$ cat config.mk
export PLATFORM = sky130hd
export DESIGN_NAME = seg_xlate
export DESIGN_NICKNAME = d
export VERILOG_FILES = /design/src/rtl/seg_xlate_pkg.sv /design/src/rtl/seg_desc_table.sv /design/src/rtl/seg_check.sv /design/src/rtl/seg_rsp_reg.sv /design/src/rtl/seg_xlate.sv
export SDC_FILE = /design/constraint.sdc
export NUM_CORES = 2
export LEC_CHECK = 0
export CORE_ASPECT_RATIO = 1.1
export CORE_UTILIZATION = 35
export DETAILED_ROUTE_END_ITERATION = 8
export GPL_TIMING_DRIVEN = 0
export PLACE_DENSITY_LB_ADDON = 0.2
export SETUP_SLACK_MARGIN = 0.2
export SYNTH_ARGS = -nofsm -noshare
export SYNTH_HDL_FRONTEND = slang
export SYNTH_HIERARCHICAL = 1
export SYNTH_SLANG_ARGS = --single-unit
$ cat constraint.sdc
create_clock -name clk -period 5.17 [get_ports clk]
set_input_delay 1.034 -clock clk [delete_from_list [all_inputs] [get_ports clk]]
set_output_delay 1.034 -clock clk [all_outputs]
set_load 0.05 [all_outputs]
$ cat src/rtl/seg_xlate_pkg.sv
// Package: shared codes for the segment translator.
// Assumes access kind and fault code both fit in two bits.
package seg_xlate_pkg;

    typedef enum logic [1:0] {
        ACC_READ  = 2'b00,
        ACC_WRITE = 2'b01,
        ACC_FETCH = 2'b10,
        ACC_RSVD  = 2'b11
    } acc_kind_t;

    typedef enum logic [1:0] {
        FLT_NONE   = 2'b00,
        FLT_BOUNDS = 2'b01,
        FLT_PERM   = 2'b10
    } fault_t;

    localparam int PERM_W   = 3;
    localparam int PERM_RD  = 0;
    localparam int PERM_WR  = 1;
    localparam int PERM_EX  = 2;

endpackage

$ cat src/rtl/seg_desc_table.sv
// Module: descriptor register file.
// Holds one base/limit/permission entry per segment. It has one write port,
// gated by privilege, and two combinational read ports: one for lookup and
// one for read-back. Assumes synchronous active-low reset.
module seg_desc_table #(
    parameter int SEG_W  = 4,
    parameter int BASE_W = 32,
    parameter int LIM_W  = 28,
    parameter int PERM_W = 3
) (
    input  logic              clk,
    input  logic              rst_n,
    input  logic              wr_en,
    input  logic              wr_priv,
    input  logic [SEG_W-1:0]  wr_idx,
    input  logic [BASE_W-1:0] wr_base,
    input  logic [LIM_W-1:0]  wr_limit,
    input  logic [PERM_W-1:0] wr_perm,
    input  logic [SEG_W-1:0]  lk_idx,
    output logic [BASE_W-1:0] lk_base,
    output logic [LIM_W-1:0]  lk_limit,
    output logic [PERM_W-1:0] lk_perm,
    input  logic [SEG_W-1:0]  rd_idx,
    output logic [BASE_W-1:0] rd_base,
    output logic [LIM_W-1:0]  rd_limit,
    output logic [PERM_W-1:0] rd_perm
);
    localparam int NSEG = 1 << SEG_W;

    logic [BASE_W-1:0] tbl_base  [NSEG];
    logic [LIM_W-1:0]  tbl_limit [NSEG];
    logic [PERM_W-1:0] tbl_perm  [NSEG];
    logic              wr_ok;

    // Accept a write only from privileged software.
    assign wr_ok = wr_en && wr_priv;

    for (genvar g = 0; g < NSEG; g++) begin : g_entry
        // Per-entry storage: clear on reset, load on a matching privileged write.
        always_ff @(posedge clk) begin
            if (!rst_n) begin
                tbl_base[g]  <= '0;
                tbl_limit[g] <= '0;
                tbl_perm[g]  <= '0;
            end else if (wr_ok && (wr_idx == SEG_W'(g))) begin
                tbl_base[g]  <= wr_base;
                tbl_limit[g] <= wr_limit;
                tbl_perm[g]  <= wr_perm;
            end
        end
    end

    // Lookup port feeding the checker.
    assign lk_base  = tbl_base[lk_idx];
    assign lk_limit = tbl_limit[lk_idx];
    assign lk_perm  = tbl_perm[lk_idx];

    // Read-back port used to save the table.
    assign rd_base  = tbl_base[rd_idx];
    assign rd_limit = tbl_limit[rd_idx];
    assign rd_perm  = tbl_perm[rd_idx];


    priv_write_lands_chk: assert property (@(posedge clk) disable iff (!rst_n)
        wr_en && wr_priv |=> tbl_base[$past(wr_idx)] == $past(wr_base)
                          && tbl_limit[$past(wr_idx)] == $past(wr_limit)
                          && tbl_perm[$past(wr_idx)] == $past(wr_perm));


    user_write_dropped_chk: assert property (@(posedge clk) disable iff (!rst_n)
        wr_en && !wr_priv |=> tbl_base[$past(wr_idx)] == $past(tbl_base[wr_idx])
                           && tbl_limit[$past(wr_idx)] == $past(tbl_limit[wr_idx])
                           && tbl_perm[$past(wr_idx)] == $past(tbl_perm[wr_idx]));
endmodule

$ cat src/rtl/seg_check.sv
// Module: combinational bounds and permission check plus relocation.
// Takes one looked-up descriptor and the offset. Returns a fault code, and
// base plus offset when no fault is found. Bounds takes priority over permission.
module seg_check
    import seg_xlate_pkg::*;
#(
    parameter int OFF_W  = 28,
    parameter int PA_W   = 32
) (
    input  logic [OFF_W-1:0]  off,
    input  logic [1:0]        acc,
    input  logic [PA_W-1:0]   base,
    input  logic [OFF_W-1:0]  limit,
    input  logic [PERM_W-1:0] perm,
    output logic [1:0]        fault,
    output logic [PA_W-1:0]   paddr
);
    logic over;
    logic allowed;

    // Bounds test: the limit is the highest legal offset.
    assign over = off > limit;

    // Permission test: pick the bit that matches the access kind.
    always_comb begin
        case (acc)
            ACC_READ:  allowed = perm[PERM_RD];
            ACC_WRITE: allowed = perm[PERM_WR];
            ACC_FETCH: allowed = perm[PERM_EX];
            default:   allowed = 1'b0;
        endcase
    end

    // Fault priority and relocated address.
    always_comb begin
        if (over) begin
            fault = FLT_BOUNDS;
            paddr = '0;
        end else if (!allowed) begin
            fault = FLT_PERM;
            paddr = '0;
        end else begin
            fault = FLT_NONE;
            paddr = base + PA_W'(off);
        end
    end


    fault_onehot_chk: assert final ($onehot0(fault));
endmodule

$ cat src/rtl/seg_rsp_reg.sv
// Module: the single output register stage.
// Captures the checker's result whenever a request is present. Drives zeros
// in a cycle that has no request. Assumes synchronous active-low reset.
module seg_rsp_reg #(
    parameter int PA_W = 32
) (
    input  logic            clk,
    input  logic            rst_n,
    input  logic            in_valid,
    input  logic [1:0]      in_fault,
    input  logic [PA_W-1:0] in_paddr,
    output logic            rsp_valid,
    output logic [1:0]      rsp_fault,
    output logic [PA_W-1:0] rsp_paddr
);
    // Register the response one cycle after the request.
    always_ff @(posedge clk) begin
        if (!rst_n) begin
            rsp_valid <= 1'b0;
            rsp_fault <= '0;
            rsp_paddr <= '0;
        end else begin
            rsp_valid <= in_valid;
            rsp_fault <= in_valid ? in_fault : 2'b00;
            rsp_paddr <= in_valid ? in_paddr : '0;
        end
    end


    valid_follows_chk: assert property (@(posedge clk) disable iff (!rst_n)
        in_valid |=> rsp_valid);

    idle_quiet_chk: assert property (@(posedge clk) disable iff (!rst_n)
        !in_valid |=> !rsp_valid && rsp_fault == 2'b00 && rsp_paddr == '0);
endmodule

$ cat src/rtl/seg_xlate.sv
// Module: top of the segment table translator.
// Splits the virtual address into a segment number and an offset, looks up the
// descriptor, checks it, and registers the result. Assumes VA_W > SEG_W and
// that the offset is no wider than the physical address.
module seg_xlate
    import seg_xlate_pkg::*;
#(
    parameter int VA_W  = 32,
    parameter int SEG_W = 4,
    parameter int PA_W  = 32
) (
    input  logic                   clk,
    input  logic                   rst_n,
    input  logic                   req_valid,
    input  logic [VA_W-1:0]        req_vaddr,
    input  logic [1:0]             req_acc,
    input  logic                   wr_en,
    input  logic                   wr_priv,
    input  logic [SEG_W-1:0]       wr_idx,
    input  logic [PA_W-1:0]        wr_base,
    input  logic [VA_W-SEG_W-1:0]  wr_limit,
    input  logic [2:0]             wr_perm,
    input  logic [SEG_W-1:0]       rd_idx,
    output logic [PA_W-1:0]        rd_base,
    output logic [VA_W-SEG_W-1:0]  rd_limit,
    output logic [2:0]             rd_perm,
    output logic                   rsp_valid,
    output logic [PA_W-1:0]        rsp_paddr,
    output logic [1:0]             rsp_fault
);
    localparam int OFF_W = VA_W - SEG_W;

    logic [SEG_W-1:0]  seg_no;
    logic [OFF_W-1:0]  seg_off;
    logic [PA_W-1:0]   lk_base;
    logic [OFF_W-1:0]  lk_limit;
    logic [PERM_W-1:0] lk_perm;
    logic [1:0]        chk_fault;
    logic [PA_W-1:0]   chk_paddr;

    // address split into segment number and offset.
    assign seg_no  = req_vaddr[VA_W-1 -: SEG_W];
    assign seg_off = req_vaddr[OFF_W-1:0];

    seg_desc_table #(
        .SEG_W(SEG_W), .BASE_W(PA_W), .LIM_W(OFF_W), .PERM_W(PERM_W)
    ) u_table (
        .clk(clk), .rst_n(rst_n),
        .wr_en(wr_en), .wr_priv(wr_priv), .wr_idx(wr_idx),
        .wr_base(wr_base), .wr_limit(wr_limit), .wr_perm(wr_perm),
        .lk_idx(seg_no), .lk_base(lk_base), .lk_limit(lk_limit), .lk_perm(lk_perm),
        .rd_idx(rd_idx), .rd_base(rd_base), .rd_limit(rd_limit), .rd_perm(rd_perm)
    );

    seg_check #(.OFF_W(OFF_W), .PA_W(PA_W)) u_check (
        .off(seg_off), .acc(req_acc), .base(lk_base), .limit(lk_limit),
        .perm(lk_perm), .fault(chk_fault), .paddr(chk_paddr)
    );

    seg_rsp_reg #(.PA_W(PA_W)) u_rsp (
        .clk(clk), .rst_n(rst_n),
        .in_valid(req_valid), .in_fault(chk_fault), .in_paddr(chk_paddr),
        .rsp_valid(rsp_valid), .rsp_fault(rsp_fault), .rsp_paddr(rsp_paddr)
    );


    fault_zero_addr_chk: assert property (@(posedge clk) disable iff (!rst_n)
        rsp_fault != 2'b00 |-> rsp_paddr == '0);

    reserved_acc_faults_chk: assert property (@(posedge clk) disable iff (!rst_n)
        req_valid && req_acc == 2'b11 |=> rsp_fault != 2'b00);

    fault_code_legal_chk: assert property (@(posedge clk) disable iff (!rst_n)
        $onehot0(rsp_fault));
endmodule

# Word-level counts from Yosys, hierarchy flattened
# Memories as Yosys holds them, arrays and structs flattened.
# Index checks and enable logic that the tools add are counted.
dict set report word_totals {
  output_inout_bits 98
  wordCells 199
  in_bits 110
  mem_bits_rw 1008
  ff_bits 35
  mem_count 3
}
dict set report classes {
  mux 100
  order_cmp 1
  n_eq_ne 17
  n_reduce_logical 22
  bitwise 51
  addsub 1
}
# name words width read_ports rd_ports_with_merged_regs write_ports line
set memory_table {}
lappend memory_table {u_table.tbl_base 16 32 2 0 16 seg_desc_table.sv:30} ;# logic [BASE_W-1:0] tbl_base [NSEG];
lappend memory_table {u_table.tbl_limit 16 28 2 0 16 seg_desc_table.sv:31} ;# logic [LIM_W-1:0] tbl_limit [NSEG];
lappend memory_table {u_table.tbl_perm 16 3 2 0 16 seg_desc_table.sv:32} ;# logic [PERM_W-1:0] tbl_perm [NSEG];
# op count
set op_table {}
lappend op_table {{2-to-1 mux 32 bit} 16}
lappend op_table {{2-to-1 mux 28 bit} 16}
lappend op_table {{2-to-1 mux 1 bit} 50}
lappend op_table {{2-to-1 mux 3 bit} 16}
lappend op_table {{OR 1 bit} 48}
lappend op_table {{adder 32 x 28 -> 32 bit} 1}
lappend op_table {{equality test 4 bit, second input constant} 8}
lappend op_table {{greater-than comparator 28 bit} 1}
lappend op_table {{logical AND 1 bit} 17}
lappend op_table {{equality test 4 x 3 -> 1 bit, second input constant} 4}
lappend op_table {{equality test 4 x 2 -> 1 bit, second input constant} 2}
lappend op_table {{equality test 4 x 1 -> 1 bit, second input constant} 1}
lappend op_table {{zero test 4 bit} 1}
lappend op_table {{OR reduction 4 bit} 1}
lappend op_table {{NOT 1 bit} 3}
lappend op_table {{case mux 1 bit (3 select lines)} 1}
lappend op_table {{OR reduction 3 bit} 1}
lappend op_table {{equality test 2 x 1 -> 1 bit, second input constant} 1}
lappend op_table {{equality test 2 bit, second input constant} 1}
lappend op_table {{zero test 2 bit} 1}
lappend op_table {{2-to-1 mux 2 bit} 1}
lappend op_table {{AND reduction 2 bit} 1}

# Depth between registers and ports, before layout
dict set report logic_depth {
  depth_word 6
  depth_mapped 18
  mapped_depth_nobuf 15
}

# Modules after synthesis
# The synthesis kept the hierarchy.
# mod instances area_per_inst_um2 cells_per_inst seq_area_each_um2
set modules_own_cells {}
lappend modules_own_cells {seg_desc_table 1 50472.2 3498 30269.0}
lappend modules_own_cells {seg_check 1 2652.5 374 0.0}
lappend modules_own_cells {seg_rsp_reg 1 980.9 76 700.7}

# Least setup slack after synthesis
# No wires, ideal clock.
dict set report synth_path {
  path_type {in2reg}
  from {in wr_idx[2]}
  to {mem u_table.tbl_base[1][0], enable pin}
  arrival_ns 4.299
  cell_stages 2
  slack_ns 0.380
  required_ns 4.678
  cell_sequence {or3_1 -> o21ai_1}
}
# item line
set synth_rtl {}
lappend synth_rtl {{from (decl)} seg_xlate.sv:19} ;# input logic [SEG_W-1:0] wr_idx,
lappend synth_rtl {{to (decl)} seg_desc_table.sv:30}

# Final worst setup path
dict set report layout_path {
  from {in rd_idx[1]}
  to {out rd_perm[1]}
}
dict set report layout_via {
  elab_chain_cells 1
}
# item line
set layout_lines {}
lappend layout_lines {{from (decl)} seg_xlate.sv:23} ;# input logic [SEG_W-1:0] rd_idx,
lappend layout_lines {{memory (16 x 3 bit)} -}
lappend layout_lines {{to (decl)} seg_xlate.sv:26} ;# output logic [2:0] rd_perm,
# Every way passes these cells.

==> metrics.txt <==
Logic pwr share 0.170; initial antenna violation count 15; Final #Nets about 4500; PnR worst setup slack about 0.14 ns; clk slew on worst S/H paths roughly 0.060 ns; P_leak roughly 21 nW; Setup-failing EPs final 0; dominant synthesized flop cell edfxtp_1; # Post-CTS Setup Buffers 0; fill count ~14000; CTS root buffer clkbuf_16; die area about 0.16 mm2; core area approximately 0.15 mm2; Cells after DPL around 6300; Synth top cells by count nor2_1 (1042), edfxtp_1 (1008), mux4_2 (504), nand2_1 (401), a22oi_1 (252); Synth Register Bits between 1000 and 1500; PostCTS Resize Cnt approximately 120; routed vias 38835; I/O Buffers ~200; Crit path top cell by count buf_2; Synth area leaders edfxtp_1 (56%), mux4_2 (21%), nor2_1 (7.2%), a22oi_1 (3.5%), nand2_1 (2.8%); Pwr Density 341 mW/mm2; YS warnings 6; Crit path max-delay family buffers and inverters; final worst path period share 0.974; Slowest cell on crit path clkdlybuf4s50_1; Min Hold Slack ~1.1 ns; Worst Path Arrival around 4 ns; Synth top area share 0.559; vias in the first global route between 30000 and 40000; drt total wl 213000 um; startpoint types input port; largest buffer count on any clock path 3; Max Fclk 199 MHz; Buffers & Inverters on Critical Path 4; Wirelength per Cell around 33 um; gpl congestion about 0.89; switch share 0.282; status finished, final reports clean; Clock Skew about 0.063 ns; first-pass GRT wire length between 200000 and 300000 um; P_sw between 6 and 7 mW; mean post-synth cell area between 10 and 15 um2; Seq/Total Area, Yosys 0.572; Peak VDD IR about 0.30 mV; DRC viols 0; crit path kind input port to output port; Post-synth EDFFs a little over 1000; Pint roughly 16 mW; DR iter-0 viols around 5000; Yosys cell types 73; Worst-Margin Slew approximately 1.3 ns; total negative setup slack 0 ns; RSZ-0062 raised after global routing yes; Final Hold Fails 0; Site Rows 150; CP max FO 10; MaxCap Viol Count 0; cts-stage hold buffer count 0; Critical Path Max Stage Delay 0.76 ns; Max Slew Vio Count 0; Antenna Nets Post-Route 0; Mapped Cells around 3900; critical-path cell list buf_2 -> clkbuf_4 -> buf_2 -> mux4_2 -> a22oi_1 -> nand2_1 -> clkdlybuf4s50_1; drt pass-1 iters 6; Syn-to-layout area delta 18.8%; Post-synth ARST share 0; htree depth 3; Clock Latency Late Sink 0.79 ns; GRT Overall Usage 0.270; Initial Utilization 0.354; Die Span X ~380 um; Post-Syn Area ~0.054 mm2; area leader, netlist edfxtp_1; top-count cell post-synth nor2_1; Core Util, Final 0.421; Synthesized Nets ~4000; reg2reg path depth 15; largest net degree at the start of global routing 23; # clock sinks approximately 1000; CP Capture Type output port; fin crit period slightly above 5 ns; Clk pwr share 0.377; hold depth 3; Placed Area just over 0.06 mm2; Seq pwr share 0.453; Cell Count, Final, Fillers Out ~6500; Design Area, Final 0.0643 mm2; Hold Crit Class input port to flop; Via density about 6; DP Worst Slack -1.70 ns; layout cells sized above 1 0.227; y dimension of the die ~410 um; Rel. slew slack 0.132; CTS buffer count between 100 and 150; io pins approximately 210; post-DP HPWL roughly 160000 um; total grt overflow 0; Pwr Total roughly 22 mW; CTS tree done; Crit path depth 7; Req. time, crit path about 4.1 ns
cell usage in the layout, fill, tap and decap left out, types with 31 or more instances in the layout:
cell type / instances
a22oi_1: 251
buf_1: 34
buf_2: 85
buf_6: 32
clkbuf_1: 114
clkbuf_16: 118
clkbuf_2: 39
clkdlybuf4s50_1: 179
clkinv_1: 31
dfxtp_1: 35
edfxtp_1: 1008
ha_1: 56
inv_1: 42
mux4_2: 504
nand2_1: 398
nor2_1: 1039
per-layer routing:
| metal | part of all wire | vias up | global-route usage |
|---|---|---|---|
| met1 | 0.38 | 20098 | 0.345 |
| li1 | - | 15872 | - |
| met3 | 0.11 | 459 | 0.0663 |
| met4 | 0.045 | 10 | 0.118 |
| met5 | 0.00031 | - | 0 |
| met2 | 0.47 | 2396 | 0.434 |
final timing paths:
check,from,end,slack (ns)
max reg2reg,u_table/tbl_limit[11][13],u_rsp/rsp_paddr[29],1.11
min,wr_limit[15],u_table/tbl_limit[12][15],1.10
max,rd_idx[1],rd_perm[1],0.14
min reg2reg,u_table/tbl_base[4][5],u_rsp/rsp_paddr[5],1.26
power by group through the flow:
stage / registers, mW / logic [mW] / clock network [mW]
after floorplan: 10.1 / 2.10 / 0
final: 9.94 / 3.74 / 8.26
after global routing: 9.99 / 3.86 / 8.65
after global placement: 10.2 / 3.51 / 0
after CTS: 9.93 / 3.69 / 8.36
after detailed placement: 10.1 / 3.69 / 0
state kept, by name (all words and copies together) (netlist names):
signal	cells
u_table/tbl_limit	448
u_table/tbl_base	512
u_table/tbl_perm	48
u_rsp/rsp_paddr	32
u_rsp/rsp_valid	1
u_rsp/rsp_fault	2
logic make-up after synthesis:
group / count (synthesis) / synth area share
buf+inv: 368 / 0.0327
flops: 1043 / 0.572
simple gates: 1574 / 0.116
compound gates: 382 / 0.0523
mux: 509 / 0.211
fa+ha+maj: 57 / 0.0133
xor+xnor: 15 / 0.00243
layout make-up:
type,instances,area (um2),area share
sequential,1043,31000,0.482
multi-input combinational,2537,21600,0.336
timing repair buffer,263,3440,0.0535
clock buffer,141,3060,0.0476
tap,2052,2570,0.0399
buffer,324,1780,0.0276
clock inverter,81,717,0.0112
inverter,44,165,0.00257
antenna,4,10.0,0.000156
worst register-to-register path, cell delays in order (launching register included):
cell,delay (ns)
edfxtp_1,0.41
mux4_2,0.48
a22oi_1,0.29
nand2_1,0.28
inv_1,0.23
ha_1,0.28
a21o_1,0.18
nand3_1,0.07
a2111oi_0,0.09
a211o_1,0.30
a211o_1,0.31
a21oi_2,0.29
buf_4,0.31
nand2_1,0.09
mux2i_1,0.20
and3_1,0.18
No activity file was read; power rests on OpenSTA's default activity.
